`src/rtl/wpu_pkg.sv`:
```
package wpu_pkg;
  localparam int NUM_UNITS   = 2;
  localparam int REG_W       = 32;
  localparam int RADDR_W     = 5;
  localparam int UNIT_STRIDE = 8;
  localparam int OFF_AVAL    = 0;
  localparam int OFF_AMSK    = 1;
  localparam int OFF_DVAL    = 2;
  localparam int OFF_DMSK    = 3;
  localparam int OFF_CTRL    = 4;
  localparam logic [RADDR_W-1:0] STATUS_ADDR = 5'd16;
  localparam logic [1:0] CYC_INTERNAL = 2'b00;
endpackage

```
`src/rtl/wpu_regs.sv`:
```
module wpu_regs
  import wpu_pkg::*;
#(
  parameter int ADDR_W = 32,
  parameter int DATA_W = 32,
  parameter int CTRL_W = 4
) (
  input  logic                                clk_i,
  input  logic                                rst_ni,
  input  logic                                wr_i,
  input  logic [RADDR_W-1:0]                  addr_i,
  input  logic [REG_W-1:0]                    wdata_i,
  output logic [REG_W-1:0]                    rdata_o,
  output logic [NUM_UNITS-1:0][ADDR_W-1:0]    aval_o,
  output logic [NUM_UNITS-1:0][ADDR_W-1:0]    amsk_o,
  output logic [NUM_UNITS-1:0][DATA_W-1:0]    dval_o,
  output logic [NUM_UNITS-1:0][DATA_W-1:0]    dmsk_o,
  output logic [NUM_UNITS-1:0][CTRL_W-1:0]    cval_o,
  output logic [NUM_UNITS-1:0][CTRL_W-1:0]    cmsk_o,
  output logic [NUM_UNITS-1:0]                kind_o,
  output logic [NUM_UNITS-1:0]                en_o
);
  localparam int OFF_W = $clog2(UNIT_STRIDE);
  localparam int SEL_W = RADDR_W - OFF_W;

  logic [SEL_W-1:0] sel;
  logic [OFF_W-1:0] off;
  assign sel = addr_i[RADDR_W-1:OFF_W];
  assign off = addr_i[OFF_W-1:0];

  always_ff @(posedge clk_i or negedge rst_ni) begin
    if (!rst_ni) begin
      aval_o <= '0; amsk_o <= '0; dval_o <= '0; dmsk_o <= '0;
      cval_o <= '0; cmsk_o <= '0; kind_o <= '0; en_o <= '0;
    end else if (wr_i) begin
      for (int u = 0; u < NUM_UNITS; u++) begin
        if (sel == SEL_W'(u)) begin
          case (off)
            OFF_W'(OFF_AVAL): aval_o[u] <= wdata_i[ADDR_W-1:0];
            OFF_W'(OFF_AMSK): amsk_o[u] <= wdata_i[ADDR_W-1:0];
            OFF_W'(OFF_DVAL): dval_o[u] <= wdata_i[DATA_W-1:0];
            OFF_W'(OFF_DMSK): dmsk_o[u] <= wdata_i[DATA_W-1:0];
            OFF_W'(OFF_CTRL): begin
              cval_o[u] <= wdata_i[CTRL_W-1:0];
              cmsk_o[u] <= wdata_i[2*CTRL_W-1:CTRL_W];
              kind_o[u] <= wdata_i[2*CTRL_W];
              en_o[u]   <= wdata_i[2*CTRL_W+1];
            end
            default: ;
          endcase
        end
      end
    end
  end

  always_comb begin
    rdata_o = '0;
    for (int u = 0; u < NUM_UNITS; u++) begin
      if (sel == SEL_W'(u)) begin
        case (off)
          OFF_W'(OFF_AVAL): rdata_o = REG_W'(aval_o[u]);
          OFF_W'(OFF_AMSK): rdata_o = REG_W'(amsk_o[u]);
          OFF_W'(OFF_DVAL): rdata_o = REG_W'(dval_o[u]);
          OFF_W'(OFF_DMSK): rdata_o = REG_W'(dmsk_o[u]);
          OFF_W'(OFF_CTRL): rdata_o = REG_W'({en_o[u], kind_o[u], cmsk_o[u], cval_o[u]});
          default: ;
        endcase
      end
    end
  end
endmodule

```
`src/rtl/wpu_cmp.sv`:
```
module wpu_cmp #(
  parameter int ADDR_W = 32,
  parameter int DATA_W = 32,
  parameter int CTRL_W = 4
) (
  input  logic              valid_i,
  input  logic              fetch_i,
  input  logic [ADDR_W-1:0] addr_i,
  input  logic [DATA_W-1:0] data_i,
  input  logic [CTRL_W-1:0] ctrl_i,
  input  logic [ADDR_W-1:0] aval_i,
  input  logic [ADDR_W-1:0] amsk_i,
  input  logic [DATA_W-1:0] dval_i,
  input  logic [DATA_W-1:0] dmsk_i,
  input  logic [CTRL_W-1:0] cval_i,
  input  logic [CTRL_W-1:0] cmsk_i,
  input  logic              kind_i,
  input  logic              en_i,
  output logic              match_o
);
  logic a_ok, d_ok, c_ok, type_ok;
  assign a_ok    = ((addr_i ^ aval_i) & ~amsk_i) == '0;
  assign d_ok    = ((data_i ^ dval_i) & ~dmsk_i) == '0;
  assign c_ok    = ((ctrl_i ^ cval_i) & ~cmsk_i) == '0;
  // breakpoints look at fetches, watchpoints at data accesses
  assign type_ok = (kind_i == fetch_i);
  assign match_o = en_i & valid_i & type_ok & a_ok & d_ok & c_ok;
endmodule

```
`src/rtl/wpu_tag_pipe.sv`:
```
module wpu_tag_pipe #(
  parameter int DEPTH = 2,
  parameter int TAG_W = 2
) (
  input  logic             clk_i,
  input  logic             rst_ni,
  input  logic             clr_i,
  input  logic             push_i,
  input  logic [TAG_W-1:0] tag_i,
  input  logic             pop_i,
  output logic [TAG_W-1:0] head_o
);
  localparam int CW = $clog2(DEPTH + 1);

  logic [DEPTH-1:0][TAG_W-1:0] q_q, q_d;
  logic [CW-1:0]               cnt_q, cnt_d;

  assign head_o = (cnt_q != '0) ? q_q[0] : '0;

  always_comb begin
    q_d   = q_q;
    cnt_d = cnt_q;
    if (pop_i && cnt_q != '0) begin
      for (int i = 0; i < DEPTH - 1; i++) q_d[i] = q_q[i+1];
      q_d[DEPTH-1] = '0;
      cnt_d = cnt_q - 1'b1;
    end
    if (push_i && cnt_d < CW'(DEPTH)) begin
      q_d[cnt_d] = tag_i;
      cnt_d = cnt_d + 1'b1;
    end
    if (clr_i) begin
      q_d   = '0;
      cnt_d = '0;
    end
  end

  always_ff @(posedge clk_i or negedge rst_ni) begin
    if (!rst_ni) begin
      q_q   <= '0;
      cnt_q <= '0;
    end else begin
      q_q   <= q_d;
      cnt_q <= cnt_d;
    end
  end
endmodule

```
`src/rtl/halt_match_unit.sv`:
```
module halt_match_unit
  import wpu_pkg::*;
#(
  parameter int ADDR_W     = 32,
  parameter int DATA_W     = 32,
  parameter int CTRL_W     = 4,
  parameter int PIPE_DEPTH = 2
) (
  input  logic               clk_i,
  input  logic               rst_ni,
  input  logic               reg_wr_i,
  input  logic [4:0]         reg_addr_i,
  input  logic [31:0]        reg_wdata_i,
  output logic [31:0]        reg_rdata_o,
  input  logic               bus_valid_i,
  input  logic               bus_fetch_i,
  input  logic [ADDR_W-1:0]  bus_addr_i,
  input  logic [DATA_W-1:0]  bus_data_i,
  input  logic [CTRL_W-1:0]  bus_ctrl_i,
  input  logic               exec_i,
  input  logic               flush_i,
  input  logic               ext_req_i,
  input  logic               restart_i,
  input  logic [1:0]         cyc_type_i,
  output logic [1:0]         cyc_type_o,
  output logic               halt_o
);
  localparam int ST_W = NUM_UNITS + 1;

  logic [NUM_UNITS-1:0][ADDR_W-1:0] aval, amsk;
  logic [NUM_UNITS-1:0][DATA_W-1:0] dval, dmsk;
  logic [NUM_UNITS-1:0][CTRL_W-1:0] cval, cmsk;
  logic [NUM_UNITS-1:0]             kind, en, match, bp_tag, wp_hit, bp_fire, unit_hit;
  logic [REG_W-1:0]                 unit_rdata;
  logic [ST_W-1:0]                  status_q, st_set, st_clr;
  logic                             halt_q, live, ext_hit, trig, st_sel;

  wpu_regs #(.ADDR_W(ADDR_W), .DATA_W(DATA_W), .CTRL_W(CTRL_W)) i_regs (
    .clk_i, .rst_ni, .wr_i(reg_wr_i), .addr_i(reg_addr_i), .wdata_i(reg_wdata_i),
    .rdata_o(unit_rdata), .aval_o(aval), .amsk_o(amsk), .dval_o(dval), .dmsk_o(dmsk),
    .cval_o(cval), .cmsk_o(cmsk), .kind_o(kind), .en_o(en)
  );

  for (genvar u = 0; u < NUM_UNITS; u++) begin : g_unit
    wpu_cmp #(.ADDR_W(ADDR_W), .DATA_W(DATA_W), .CTRL_W(CTRL_W)) i_cmp (
      .valid_i(bus_valid_i), .fetch_i(bus_fetch_i), .addr_i(bus_addr_i),
      .data_i(bus_data_i), .ctrl_i(bus_ctrl_i), .aval_i(aval[u]), .amsk_i(amsk[u]),
      .dval_i(dval[u]), .dmsk_i(dmsk[u]), .cval_i(cval[u]), .cmsk_i(cmsk[u]),
      .kind_i(kind[u]), .en_i(en[u]), .match_o(match[u])
    );
  end

  assign live   = !halt_q && !restart_i;
  assign wp_hit = match & ~kind;

  wpu_tag_pipe #(.DEPTH(PIPE_DEPTH), .TAG_W(NUM_UNITS)) i_pipe (
    .clk_i, .rst_ni, .clr_i(flush_i | restart_i),
    .push_i(bus_valid_i & bus_fetch_i & !halt_q), .tag_i(match & kind),
    .pop_i(exec_i), .head_o(bp_tag)
  );

  assign bp_fire  = bp_tag & {NUM_UNITS{exec_i}};
  assign unit_hit = (wp_hit | bp_fire) & {NUM_UNITS{live}};
  assign ext_hit  = ext_req_i & live;
  assign trig     = (|unit_hit) | ext_hit;

  assign st_sel = reg_wr_i && (reg_addr_i == STATUS_ADDR);
  assign st_clr = st_sel ? reg_wdata_i[ST_W-1:0] : '0;
  assign st_set = {ext_hit, unit_hit};

  always_ff @(posedge clk_i or negedge rst_ni) begin
    if (!rst_ni) begin
      halt_q   <= 1'b0;
      status_q <= '0;
    end else begin
      halt_q   <= restart_i ? 1'b0 : (halt_q | trig);
      status_q <= (status_q & ~st_clr) | st_set;
    end
  end

  assign halt_o      = halt_q;
  assign cyc_type_o  = halt_q ? CYC_INTERNAL : cyc_type_i;
  assign reg_rdata_o = (reg_addr_i == STATUS_ADDR) ? REG_W'(status_q) : unit_rdata;
endmodule

```
`config.mk`:
```
export PLATFORM = sky130hd
export DESIGN_NAME = halt_match_unit
export DESIGN_NICKNAME = d
export VERILOG_FILES = /design/src/rtl/wpu_pkg.sv /design/src/rtl/wpu_regs.sv /design/src/rtl/wpu_cmp.sv /design/src/rtl/wpu_tag_pipe.sv /design/src/rtl/halt_match_unit.sv
export SDC_FILE = /design/constraint.sdc
export NUM_CORES = 1
export LEC_CHECK = 0
export ABC_AREA = 1
export ABC_CLOCK_PERIOD_IN_PS = 5090
export BUFFER_PORTS_ARGS = -buffer_cell sky130_fd_sc_hd__buf_4
export CAP_MARGIN = 5
export CORE_ASPECT_RATIO = 1.1
export CORE_UTILIZATION = 55
export DETAILED_ROUTE_END_ITERATION = 8
export PLACE_DENSITY = 0.74
export SYNTH_ARGS = -nofsm -noshare
export SYNTH_HDL_FRONTEND = slang
export SYNTH_HIERARCHICAL = 1
export SYNTH_SLANG_ARGS = --single-unit
```
`constraint.sdc`:
```
create_clock -name clk_i -period 5.09 [get_ports clk_i]
set_clock_uncertainty 0.1 [all_clocks]
set_input_delay 1.018 -clock clk_i [delete_from_list [all_inputs] [get_ports clk_i]]
set_output_delay 1.018 -clock clk_i [all_outputs]
set_load 0.005 [all_outputs]
```
Yosys cells after proc, flatten, opt, wreduce, memory -nomap -nowiden
Cells that the tools add are included.
{"block": "word_totals", "reg_bits": 286, "latch_bits": 0, "ram_bits": 0, "mem_bits_ro": 0, "wordCells": 122, "n_memories": 0}
{"block": "classes", "add_sub_neg": 2, "multipliers": 0, "n_div": 0, "n_lt_le_gt_ge": 3, "n_eq_ne": 8, "n_shift": 0, "mux": 18, "bitwise_logic": 43, "reduce_logical": 27}
{"op": "32-bit one-hot mux with 5 select lines", "n": 2}
{"op": "32-bit bitwise AND", "n": 4}
{"op": "32-bit zero test", "n": 4}
{"op": "32-bit inverter", "n": 4}
{"op": "32-bit bitwise XOR", "n": 4}
{"op": "32-bit two-way mux", "n": 3}
{"op": "3-bit AND reduction", "n": 10}
{"op": "1-bit bitwise AND", "n": 13}
{"op": "2-bit two-way mux", "n": 6}
{"op": "4-bit two-way mux", "n": 3}
{"op": "2-bit bitwise AND", "n": 4}
{"op": "4-bit bitwise AND", "n": 2}
{"op": "4-bit zero test", "n": 2}
{"op": "4-bit inverter", "n": 2}
{"op": "4-bit bitwise XOR", "n": 2}
{"op": "3-bit by 2-bit equality test with 1-bit output, second input constant", "n": 2}
{"op": "5-bit equality test, second input constant", "n": 1}
{"op": "1-bit logical AND", "n": 5}
{"op": "4-bit bitwise mux", "n": 1}
{"op": "2-bit < comparator, second input constant", "n": 2}
{"op": "3-bit bitwise AND", "n": 1}
{"op": "3-bit by 1-bit equality test with 1-bit output, second input constant", "n": 1}
{"op": "3-bit equality test, second input constant", "n": 1}
{"op": "3-bit zero test", "n": 1}
{"op": "other kinds (17)", "n": 21}

Depth between registers and ports, before layout
Gate-level depths: netlist of the first run.
{"block": "logic_depth", "ltp_word": 13, "depth_mapped": 15}

Cells and area by module
Netlist of the first run, hierarchy kept.
{"module": "wpu_regs", "instances": 1, "cells_per_inst": 1643, "area_each_um2": 13091.3, "seq_area_each_um2": 6906.6}
{"module": "wpu_cmp", "instances": 2, "cells_per_inst": 369, "area_each_um2": 1555.2, "seq_area_each_um2": 0.0}
{"module": "halt_match_unit", "instances": 1, "cells_per_inst": 113, "area_each_um2": 590.6, "seq_area_each_um2": 100.1}
{"module": "wpu_tag_pipe", "instances": 1, "cells_per_inst": 66, "area_each_um2": 466.7, "seq_area_each_um2": 150.1}

Worst setup path before layout of the first run
Ideal clock, no wire load.
{"block": "synth_path", "path_type": "input to output", "from": "input reg_addr_i[2]", "to": "output reg_rdata_o[6]", "arrival_ps": 1953, "slack_ps": 2019, "stages": 12, "path_buffers": 3, "path_cell_list": "buf_6 inv_6 buf_8 buf_4 nand4_1 o21ai_0 inv_1 nand2_1 nand2_1 nand2_1 nand2_2 inv_1"}
{"block": "synth_between", "elab_chain_cells": 6, "word_cells_on_any_way": 11, "classes_between": "eq/ne: 5; mux: 5; reduce/logical: 1"}
{"element": "from (decl)", "line": "halt_match_unit.sv:12", "text": "input logic [4:0] reg_addr_i,"}
{"element": "3-bit equality test, or another cell as far along", "line": "wpu_regs.sv:60", "text": "case (off)"}
{"element": "32-bit one-hot mux with 5 select lines", "line": "wpu_regs.sv:60"}
{"element": "32-bit two-way mux", "line": "wpu_regs.sv:59", "text": "if (sel == SEL_W'(u)) begin"}
{"element": "32-bit one-hot mux with 5 select lines", "line": "wpu_regs.sv:60"}
{"element": "32-bit two-way mux *", "line": "wpu_regs.sv:59"}
{"element": "net unit_rdata[6]", "line": "halt_match_unit.sv:34", "text": "logic [REG_W-1:0] unit_rdata;"}
{"element": "32-bit two-way mux *", "line": "halt_match_unit.sv:83", "text": "assign reg_rdata_o = (reg_addr_i == STATUS_ADDR) ? REG_W'(status_q) : unit_rdata;"}
{"element": "to (decl)", "line": "halt_match_unit.sv:14", "text": "output logic [31:0] reg_rdata_o,"}
The timed path passes the listed nets; every way through them passes the cells marked *.

Final worst setup path of the first run
{"block": "layout_path", "from": "input reg_addr_i[2]", "to": "output reg_rdata_o[22]"}
Same word-level chain as after synthesis.

==> run_results.csv, run 1 <==
group,metric,value,unit
run_status,outcome,"finished, final reports clean",
placed_design,place_hpwl,35300,µm
cells_and_area,multiInputGateArea,0.00788,mm²
clock_tree,clock_path_buffers,3,
timing,setup_viol,0,
clock_tree,clk_latency,570,ps
worst_setup_path,required,3970,ps
drt,drt_iter0_markers,1520,
drt,firstDrtPassIters,6,
synthesis,syn-instance-count,2560,
worst_setup_path,crit_fanout,60,
drt,wl_per_cell,17.5,µm
timing,fin_crit_sh,88.8,%
synthesis,ys_seq_area_share,41.5,%
worst_setup_path,r2r_slack,2420,ps
die,rows,67,
die,start_util,56.3,%
timing,max_freq,221,MHz
clock_tree,clk_pin_slew,60,ps
worst_setup_path,reg2reg_to,"halt_o",
timing,final.min_clock_period,4520,ps
synthesis,synth.top_cell.area_share,41.5,%
min_path,hold_class,"reg2reg",
job,max_cap_violations,0,
worst_setup_path,cp-end-kind,"output port",
worst_setup_path,timing.rr.start,"i_regs/cval_o[4]",
timing,worst_pin_slew,916,ps
synthesis,avgSynthCellArea,6.74,µm²
synthesis,synth_seq_cells,286,
drt,routed_wl,54000,µm
global_route,grt_overflow_total,0,
synthesis,yosysWarnings,6,
cells_and_area,fillers,2773,
clock_tree,cts_tree,"yes",
timing,worst_slack,572,ps
clock_tree,post_cts_resized,0,
timing,hold_violations,0,
power_and_ir_drop,power,6.80,mW
clock_tree,cts_setup_buffers,0,
cells_and_area,layout_common_cells,"nand2_1, inv_1, dfrtp_1, o21ai_1, nor2_1",
placed_design,dpl_worst_slack,701,ps
global_route,antenna_found_initial,2,
placed_design,place_congestion,0.951,
power_and_ir_drop,power_density,351,mW/mm²
die,ios,151,
cells_and_area,antenna_cells,0,
cells_and_area,final_layout_size_suffix_gt1_share,9.46,%
clock_tree,cts_hold_buf,0,
timing,hold-worst-slack,387,ps
power_and_ir_drop,peakVddDrop,0.000233,V
cells_and_area,finalNetCount,2764,
global_route,grt_pass1_wl,84000,µm
placed_design,io_buffers,150,
worst_setup_path,path_class,"in2out",
timing,final_max_slew_viol_count,0,
timing,rsz0062_at_grt,"false",
worst_setup_path,reg2reg_depth,13,
cells_and_area,fin_area,0.0194,mm²
synthesis,synth_area_leaders,"dfrtp_1, nand2_1, inv_1",
synthesis,synth_nets,2679,
die,die_w,171,µm
drt,antenna_left,0,
die,die_area,0.0321,mm²
cells_and_area,ff_latch_area,0.00716,mm²
timing,maxSlewHeadroom,38.9,%
global_route,grt.total_usage,34.0,%
worst_setup_path,startpoint_type,"input pin",
placed_design,place_area,0.0184,mm²
power_and_ir_drop,p_leak,10.4,nW
clock_tree,cts.sinks,286,
die,core-area,0.0307,mm²
clock_tree,cts-buffers-inserted,30,
worst_setup_path,arrival,3400,ps
drt,drc_errors,0,
timing,finalSetupTns,0,ps
cells_and_area,area_delta_synth_final,12.2,%
global_route,grt_max_degree,117,
clock_tree,h-tree-depth,1,
clock_tree,cts-root-buf,"clkbuf_16",
global_route,grt_pass1_vias,15535,
drt,viasPerCell,5.42,
synthesis,synthesis.area,0.0173,mm²
synthesis,yosysTopAreaCell,"dfrtp_1",
cells_and_area,final_common_cell,"nand2_1",
drt,dr_total_vias,16694,
min_path,min_to,"status_q[1]",
synthesis,synth.distinct_cells,36,
min_path,holdPathStages,2,
die,die_h,188,µm
min_path,worstHoldStart,"status_q[1]",
[metal layers]
layer / GRT usage (%) / part of all wire [%]
met5: 0 / 0
met4: 15.5 / 4.6
met3: 5.47 / 9.3
met2: 54.8 / 46
met1: 44.9 / 40
[cell families (layout without fill, tap and decap cells)]
group / after synthesis / in the layout / synth area share [%]
and+or+nand+nor: 1351 / 1351 / 33.7
buffers and inverters: 524 / 629 / 12.9
AOI/OAI and AO/OA: 392 / 392 / 11.5
DFF: 286 / 286 / 41.5
xor gates and xnor gates: 4 / 4 / 0.203
adders and majority gates: 3 / 3 / 0.218
[critical path, cell delays in order]
cell	delay, ps
buf_4	220
inv_6	430
nand3_4	490
inv_4	550
nand2_1	90
nand2_1	80
inv_1	40
nand2_1	40
nand2_1	50
nand2_1	80
nand2_1	80
inv_1	90
buf_4	110
[metrics by stage]
stage | utilization (%) | cells
2_1_floorplan | - | 2560
3_3_place_gp | 59.9 | 3027
3_5_place_dp | 59.9 | 3027
4_1_cts | 63.1 | 3079
5_1_grt | 63.1 | 3079
6_report | 63.1 | 3079
[state kept, by name (all words and copies together) (netlist names)]
signal,flops
i_regs/en_o,2
status_q,3
i_pipe/cnt_q,2
i_regs/cval_o,8
i_regs/dval_o,64
halt_o,1
i_pipe/q_q,4
i_regs/kind_o,2
i_regs/cmsk_o,8
i_regs/amsk_o,64
i_regs/aval_o,64
i_regs/dmsk_o,64
[where the power goes]
part / switching [mW] / internal (mW) / leakage, nW
clock network: 0.912 / 1.33 / 0.495
logic: 0.909 / 0.576 / 6.18
registers: 0.394 / 2.69 / 3.71
[area by class of cell]
class	instances	area share, %
Sequential cell	286	37.0
Timing Repair Buffer	159	6.33
Clock inverter	2	0.181
Clock buffer	50	4.99
Multi-Input combinational cell	1750	40.7
Tap cell	414	2.67
Inverter	418	8.18
[cells in the mapped netlist]
library cell,n
clkbuf_2,1
nor2_2,3
clkbuf_1,11
ha_1,3
nand4_1,57
nand2_1,857
a21boi_2,1
nand3_2,1
nor3_1,3
nand2_4,12
or2_0,12
buf_1,4
inv_4,4
nand3_1,111
buf_6,17
inv_2,4
o21bai_1,6
inv_1,409
nand3_4,4
buf_4,6
or2_1,8
or2_4,1
nor2_1,225
nand3b_1,40
o21ai_1,232
dfrtp_1,286
buf_8,1
o21ai_0,106
a21oi_1,47
xnor2_1,4
or2_2,2
nor2_8,3
inv_6,1
nand2_2,9
buf_2,66
nor2_4,3
[worst max-delay path by stage]
| stage | startpoint | to | slack, ps | cells past startpoint |
|---|---|---|---|---|
| 2_1_floorplan | reg_addr_i[2] | reg_rdata_o[6] | 2020 | 12 |
| 3_3_place_gp | reg_addr_i[2] | reg_rdata_o[22] | 700 | 13 |
| 3_5_place_dp | reg_addr_i[2] | reg_rdata_o[28] | 700 | 13 |
| 4_1_cts | reg_addr_i[2] | reg_rdata_o[22] | 680 | 13 |
| 5_1_grt | reg_addr_i[2] | reg_rdata_o[28] | 440 | 13 |
| 6_report | reg_addr_i[2] | reg_rdata_o[22] | 570 | 13 |
Power figures use the tool's default switching activity.
==> run 2, diff against run 1 <==
--- a/config.mk
+++ b/config.mk
@@ -10,6 +10,7 @@
 export BUFFER_PORTS_ARGS = -buffer_cell sky130_fd_sc_hd__buf_4
 export CAP_MARGIN = 5
 export CORE_ASPECT_RATIO = 1.1
+export CORE_MARGIN = 5
 export CORE_UTILIZATION = 55
 export DETAILED_ROUTE_END_ITERATION = 8
 export PLACE_DENSITY = 0.74
==> run_results.csv, run 2 (synthesis results as in run 1) <==
group,metric,value,unit
run_status,outcome,"finished, final reports clean",
clock_tree,cts_tree,"yes",
die,start_util,55.3,%
clock_tree,cts_setup_buffers,0,
clock_tree,cts-root-buf,"clkbuf_16",
worst_setup_path,startpoint_type,"input pin",
timing,worst_pin_slew,963,ps
drt,dr_total_vias,16761,
placed_design,place_hpwl,35900,µm
drt,firstDrtPassIters,6,
cells_and_area,layout_common_cells,"nand2_1, inv_1, dfrtp_1, o21ai_1, nor2_1",
global_route,grt_pass1_wl,87500,µm
worst_setup_path,path_class,"in2out",
timing,final_max_slew_viol_count,0,
die,ios,151,
worst_setup_path,cp-end-kind,"output port",
clock_tree,cts_hold_buf,0,
clock_tree,clock_path_buffers,3,
timing,hold-worst-slack,387,ps
cells_and_area,finalNetCount,2764,
timing,maxSlewHeadroom,35.8,%
timing,finalSetupTns,0,ps
drt,drc_errors,0,
clock_tree,cts-buffers-inserted,31,
placed_design,place_congestion,0.911,
die,die_h,196,µm
die,core-area,0.0312,mm²
worst_setup_path,arrival,3260,ps
drt,viasPerCell,5.43,
timing,max_freq,229,MHz
drt,routed_wl,55200,µm
drt,antenna_left,0,
drt,drt_iter0_markers,1758,
clock_tree,post_cts_resized,0,
drt,wl_per_cell,17.9,µm
die,rows,68,
clock_tree,h-tree-depth,1,
cells_and_area,final_layout_size_suffix_gt1_share,9.52,%
worst_setup_path,required,3970,ps
timing,setup_viol,0,
cells_and_area,area_delta_synth_final,12.0,%
global_route,grt.total_usage,31.6,%
cells_and_area,final_common_cell,"nand2_1",
min_path,hold_class,"reg2reg",
worst_setup_path,crit_fanout,35,
worst_setup_path,r2r_slack,2640,ps
placed_design,io_buffers,150,
die,die_area,0.0350,mm²
timing,hold_violations,0,
power_and_ir_drop,power_density,348,mW/mm²
clock_tree,cts.sinks,286,
timing,final.min_clock_period,4370,ps
clock_tree,clk_pin_slew,60,ps
global_route,antenna_found_initial,0,
timing,rsz0062_at_grt,"false",
die,die_w,179,µm
global_route,grt_pass1_vias,15954,
job,max_cap_violations,0,
global_route,grt_overflow_total,0,
power_and_ir_drop,p_leak,10.4,nW
global_route,grt_max_degree,122,
worst_setup_path,reg2reg_depth,13,
clock_tree,clk_latency,570,ps
power_and_ir_drop,peakVddDrop,0.000271,V
min_path,holdPathStages,2,
timing,fin_crit_sh,86.0,%
run 2: layout make-up:
| class | instances | area [µm²] |
|---|---|---|
| fill | 2867 | 11900 |
| sequential | 286 | 7160 |
| timing repair buffer | 158 | 1220 |
| inverter | 418 | 1580 |
| tap | 420 | 526 |
| multi-input combinational | 1750 | 7880 |
| clock inverter | 9 | 45.0 |
| clock buffer | 46 | 912 |
| antenna | 1 | 2.50 |
run 2: layer usage:
metal	wire [µm]	up-vias	global-route usage (%)
li1	-	8097	-
met1	22700	7717	43.8
met2	25100	804	49.9
met3	5100	143	5.01
met4	2380	0	12.5
met5	0	-	0
run 2: worst max-delay path: stages:
cell and delay, ps:
buf_4 270, inv_4 310, nand3_4 410, inv_4 560, a21oi_1 130, nand2_1 100, nand2_1 50, nand2_1 90
nand2_1 70, inv_1 90, buf_4 110
run 2: report_power, final:
group          switching (mW)  leakage [nW]  internal [mW]  total, mW
Clock                   0.933         0.483           1.23       2.16
Sequential              0.395          3.71           2.69       3.08
Combinational           0.914          6.17          0.576       1.49
run 2: worst paths after layout:
check,from,to
max,reg_addr_i[0],reg_rdata_o[22]
min in group asynchronous,rst_ni,i_regs/aval_o[52]
max reg2reg,i_regs/cval_o[4],status_q[1]
min,status_q[0],status_q[0]
max in group asynchronous,rst_ni,i_regs/dmsk_o[38]
min reg2reg,status_q[0],status_q[0]
run 2: per-stage QoR:
stage | worst slack [ps] | power, mW | cells | cell area, µm² | utilization [%]
2_1_floorplan | 2020 | 3.98 | 2560 | 17300 | -
3_3_place_gp | 866 | 4.50 | 3032 | 18400 | 58.8
3_5_place_dp | 836 | 4.57 | 3032 | 18400 | 58.8
4_1_cts | 839 | 6.72 | 3087 | 19300 | 61.9
5_1_grt | 633 | 7.13 | 3087 | 19300 | 61.9
6_report | 715 | 6.73 | 3088 | 19300 | 61.9
==> run 3, diff against run 2 <==
--- a/config.mk
+++ b/config.mk
@@ -9,11 +9,14 @@
 export ABC_CLOCK_PERIOD_IN_PS = 5090
 export BUFFER_PORTS_ARGS = -buffer_cell sky130_fd_sc_hd__buf_4
 export CAP_MARGIN = 5
+export CELL_PAD_IN_SITES_DETAIL_PLACEMENT = 1
+export CELL_PAD_IN_SITES_GLOBAL_PLACEMENT = 1
 export CORE_ASPECT_RATIO = 1.1
 export CORE_MARGIN = 5
-export CORE_UTILIZATION = 55
+export CORE_UTILIZATION = 47
 export DETAILED_ROUTE_END_ITERATION = 8
-export PLACE_DENSITY = 0.74
+export PLACE_DENSITY_LB_ADDON = 0.1
+export SLEW_MARGIN = 0
 export SYNTH_ARGS = -nofsm -noshare
 export SYNTH_HDL_FRONTEND = slang
 export SYNTH_HIERARCHICAL = 1
==> run_results.csv, run 3 (synthesis results as in run 1) <==
group,metric,value,unit
timing,max_freq,231,MHz
drt,drc_errors,0,
power_and_ir_drop,power_density,373,mW/mm²
worst_setup_path,startpoint_type,"input pin",
worst_setup_path,path_class,"in2out",
global_route,antenna_found_initial,0,
min_path,hold_class,"reg2reg",
die,die_h,211,µm
drt,antenna_left,0,
drt,viasPerCell,5.49,
clock_tree,cts-root-buf,"clkbuf_16",
cells_and_area,layout_common_cells,"nand2_1, inv_1, dfrtp_1, o21ai_1, nor2_1",
power_and_ir_drop,peakVddDrop,0.000233,V
timing,finalSetupTns,0,ps
timing,setup_viol,0,
placed_design,place_congestion,0.865,
cells_and_area,antenna_cells,0,
worst_setup_path,arrival,3210,ps
cells_and_area,final_common_cell,"nand2_1",
die,start_util,47.6,%
drt,routedLengthMet1,27400,µm
global_route,grt_pass1_vias,18049,
placed_design,post-place-cells,3103,
power_and_ir_drop,p_leak,10.5,nW
placed_design,io_buffers,150,
clock_tree,h-tree-depth,2,
global_route,grt_max_degree,110,
timing,worst_pin_slew,994,ps
die,rows,73,
clock_tree,cts.sinks,286,
timing,maxSlewHeadroom,33.7,%
timing,rsz0062_at_grt,"false",
worst_setup_path,reg2reg_depth,13,
cells_and_area,area_delta_synth_final,14.4,%
global_route,grt_overflow_total,0,
drt,dr_total_vias,17412,
clock_tree,clock_path_buffers,3,
worst_setup_path,required,3970,ps
timing,hold_violations,0,
drt,drt_iter0_markers,1204,
clock_tree,cts_tree,"yes",
die,core-area,0.0363,mm²
cells_and_area,finalNetCount,2774,
timing,final_max_slew_viol_count,0,
drt,wl_met3,3880,µm
worst_setup_path,cp_common_cell,"nand2_1",
global_route,grt_pass1_wl,101000,µm
clock_tree,clk_latency,540,ps
drt,wl_met2,31700,µm
cells_and_area,fin_cells,3171,
worst_setup_path,cp_slowest_cell,"nand3_4",
cells_and_area,fillers,4850,
drt,wl_per_cell,20.6,µm
run_status,outcome,"finished, final reports clean",
worst_setup_path,path_buf_inv,3,
die,ios,151,
die,die_area,0.0407,mm²
worst_setup_path,crit_chain,"buf_4, nand3_4, nor2_1, nor2_1, nand2_1, nand2_1, nand2_1, nand2_1, inv_1, buf_4",
placed_design,place_hpwl,43100,µm
job,max_cap_violations,0,
clock_tree,post_cts_resized,0,
drt,highest_layer,"met4",
clock_tree,cts-buffers-inserted,37,
clock_tree,clk_pin_slew,50,ps
worst_setup_path,cpPeakStageDelay,720,ps
timing,fin_crit_sh,85.0,%
cells_and_area,final_layout_size_suffix_gt1_share,9.99,%
min_path,holdPathStages,2,
clock_tree,cts_setup_buffers,0,
drt,routed_wl,65200,µm
worst_setup_path,crit_fanout,45,
global_route,grt.total_usage,31.9,%
die,die_w,193,µm
worst_setup_path,cp.depth,10,
timing,final.min_clock_period,4330,ps
drt,firstDrtPassIters,5,
clock_tree,cts_hold_buf,0,
worst_setup_path,cp-end-kind,"output port",
worst_setup_path,crit_family,"simple AND/OR/NAND/NOR gates",
-- run 3: cell count changes in the layout (fill, tap and decap cells not counted), sizes merged --
cell,delta
clkinv,-4
buf,+4
clkinvlp,+1
inv,+1
diode,-1
bufinv,+2
clkbuf,+13
-- run 3: path summary, 6_finish.rpt --
| kind | start | to | slack [ps] |
|---|---|---|---|
| worst min register to register | status_q[0] | status_q[0] | 390 |
| max in group asynchronous | rst_ni | i_regs/dmsk_o[32] | 3350 |
| worst max register to register | i_regs/dval_o[59] | status_q[1] | 2470 |
| worst min-delay path | status_q[0] | status_q[0] | 390 |
| min in group asynchronous | rst_ni | i_regs/amsk_o[15] | 470 |
| worst max-delay path | reg_addr_i[1] | reg_rdata_o[17] | 760 |
-- run 3: power breakdown --
part	total, mW	internal [mW]	switching, mW	leakage, nW
combinational	1.57	0.578	0.989	6.19
clock	2.70	1.65	1.05	0.617
sequential	3.10	2.69	0.409	3.71
-- run 3: routing by layer --
layer	vias up	GRT usage, %
met5	-	0
met1	8618	42.2
met3	136	3.52
li1	8134	-
met4	0	10.7
met2	524	54.4
-- run 3: cell type report --
class,instances,area [µm²],share of cell area [%]
clock buffers,59,1150,5.83
clock inverters,9,101,0.513
inverters,418,1580,8.02
multi-input cells,1750,7880,39.9
flip-flops and latches,286,7160,36.3
well taps,487,609,3.09
repair buffers,162,1260,6.39
-- run 3: worst min-delay path, cell delays in order, from the launching register on --
cell and delay (ps):
dfrtp_1 350, nand2_1 60, nand2_1 50
-- run 3: stage by stage --
stage | area, µm² | hold WS, ps | util [%] | setup slack (ps) | power, mW
floorplan | 17300 | 343 | - | 2020 | 3.98
global placement | 18500 | 371 | 51.0 | 905 | 4.54
detailed placement | 18500 | 383 | 51.0 | 856 | 4.66
CTS | 19700 | 399 | 54.4 | 844 | 7.38
global route | 19700 | 423 | 54.4 | 679 | 7.74
finish | 19700 | 394 | 54.4 | 761 | 7.36
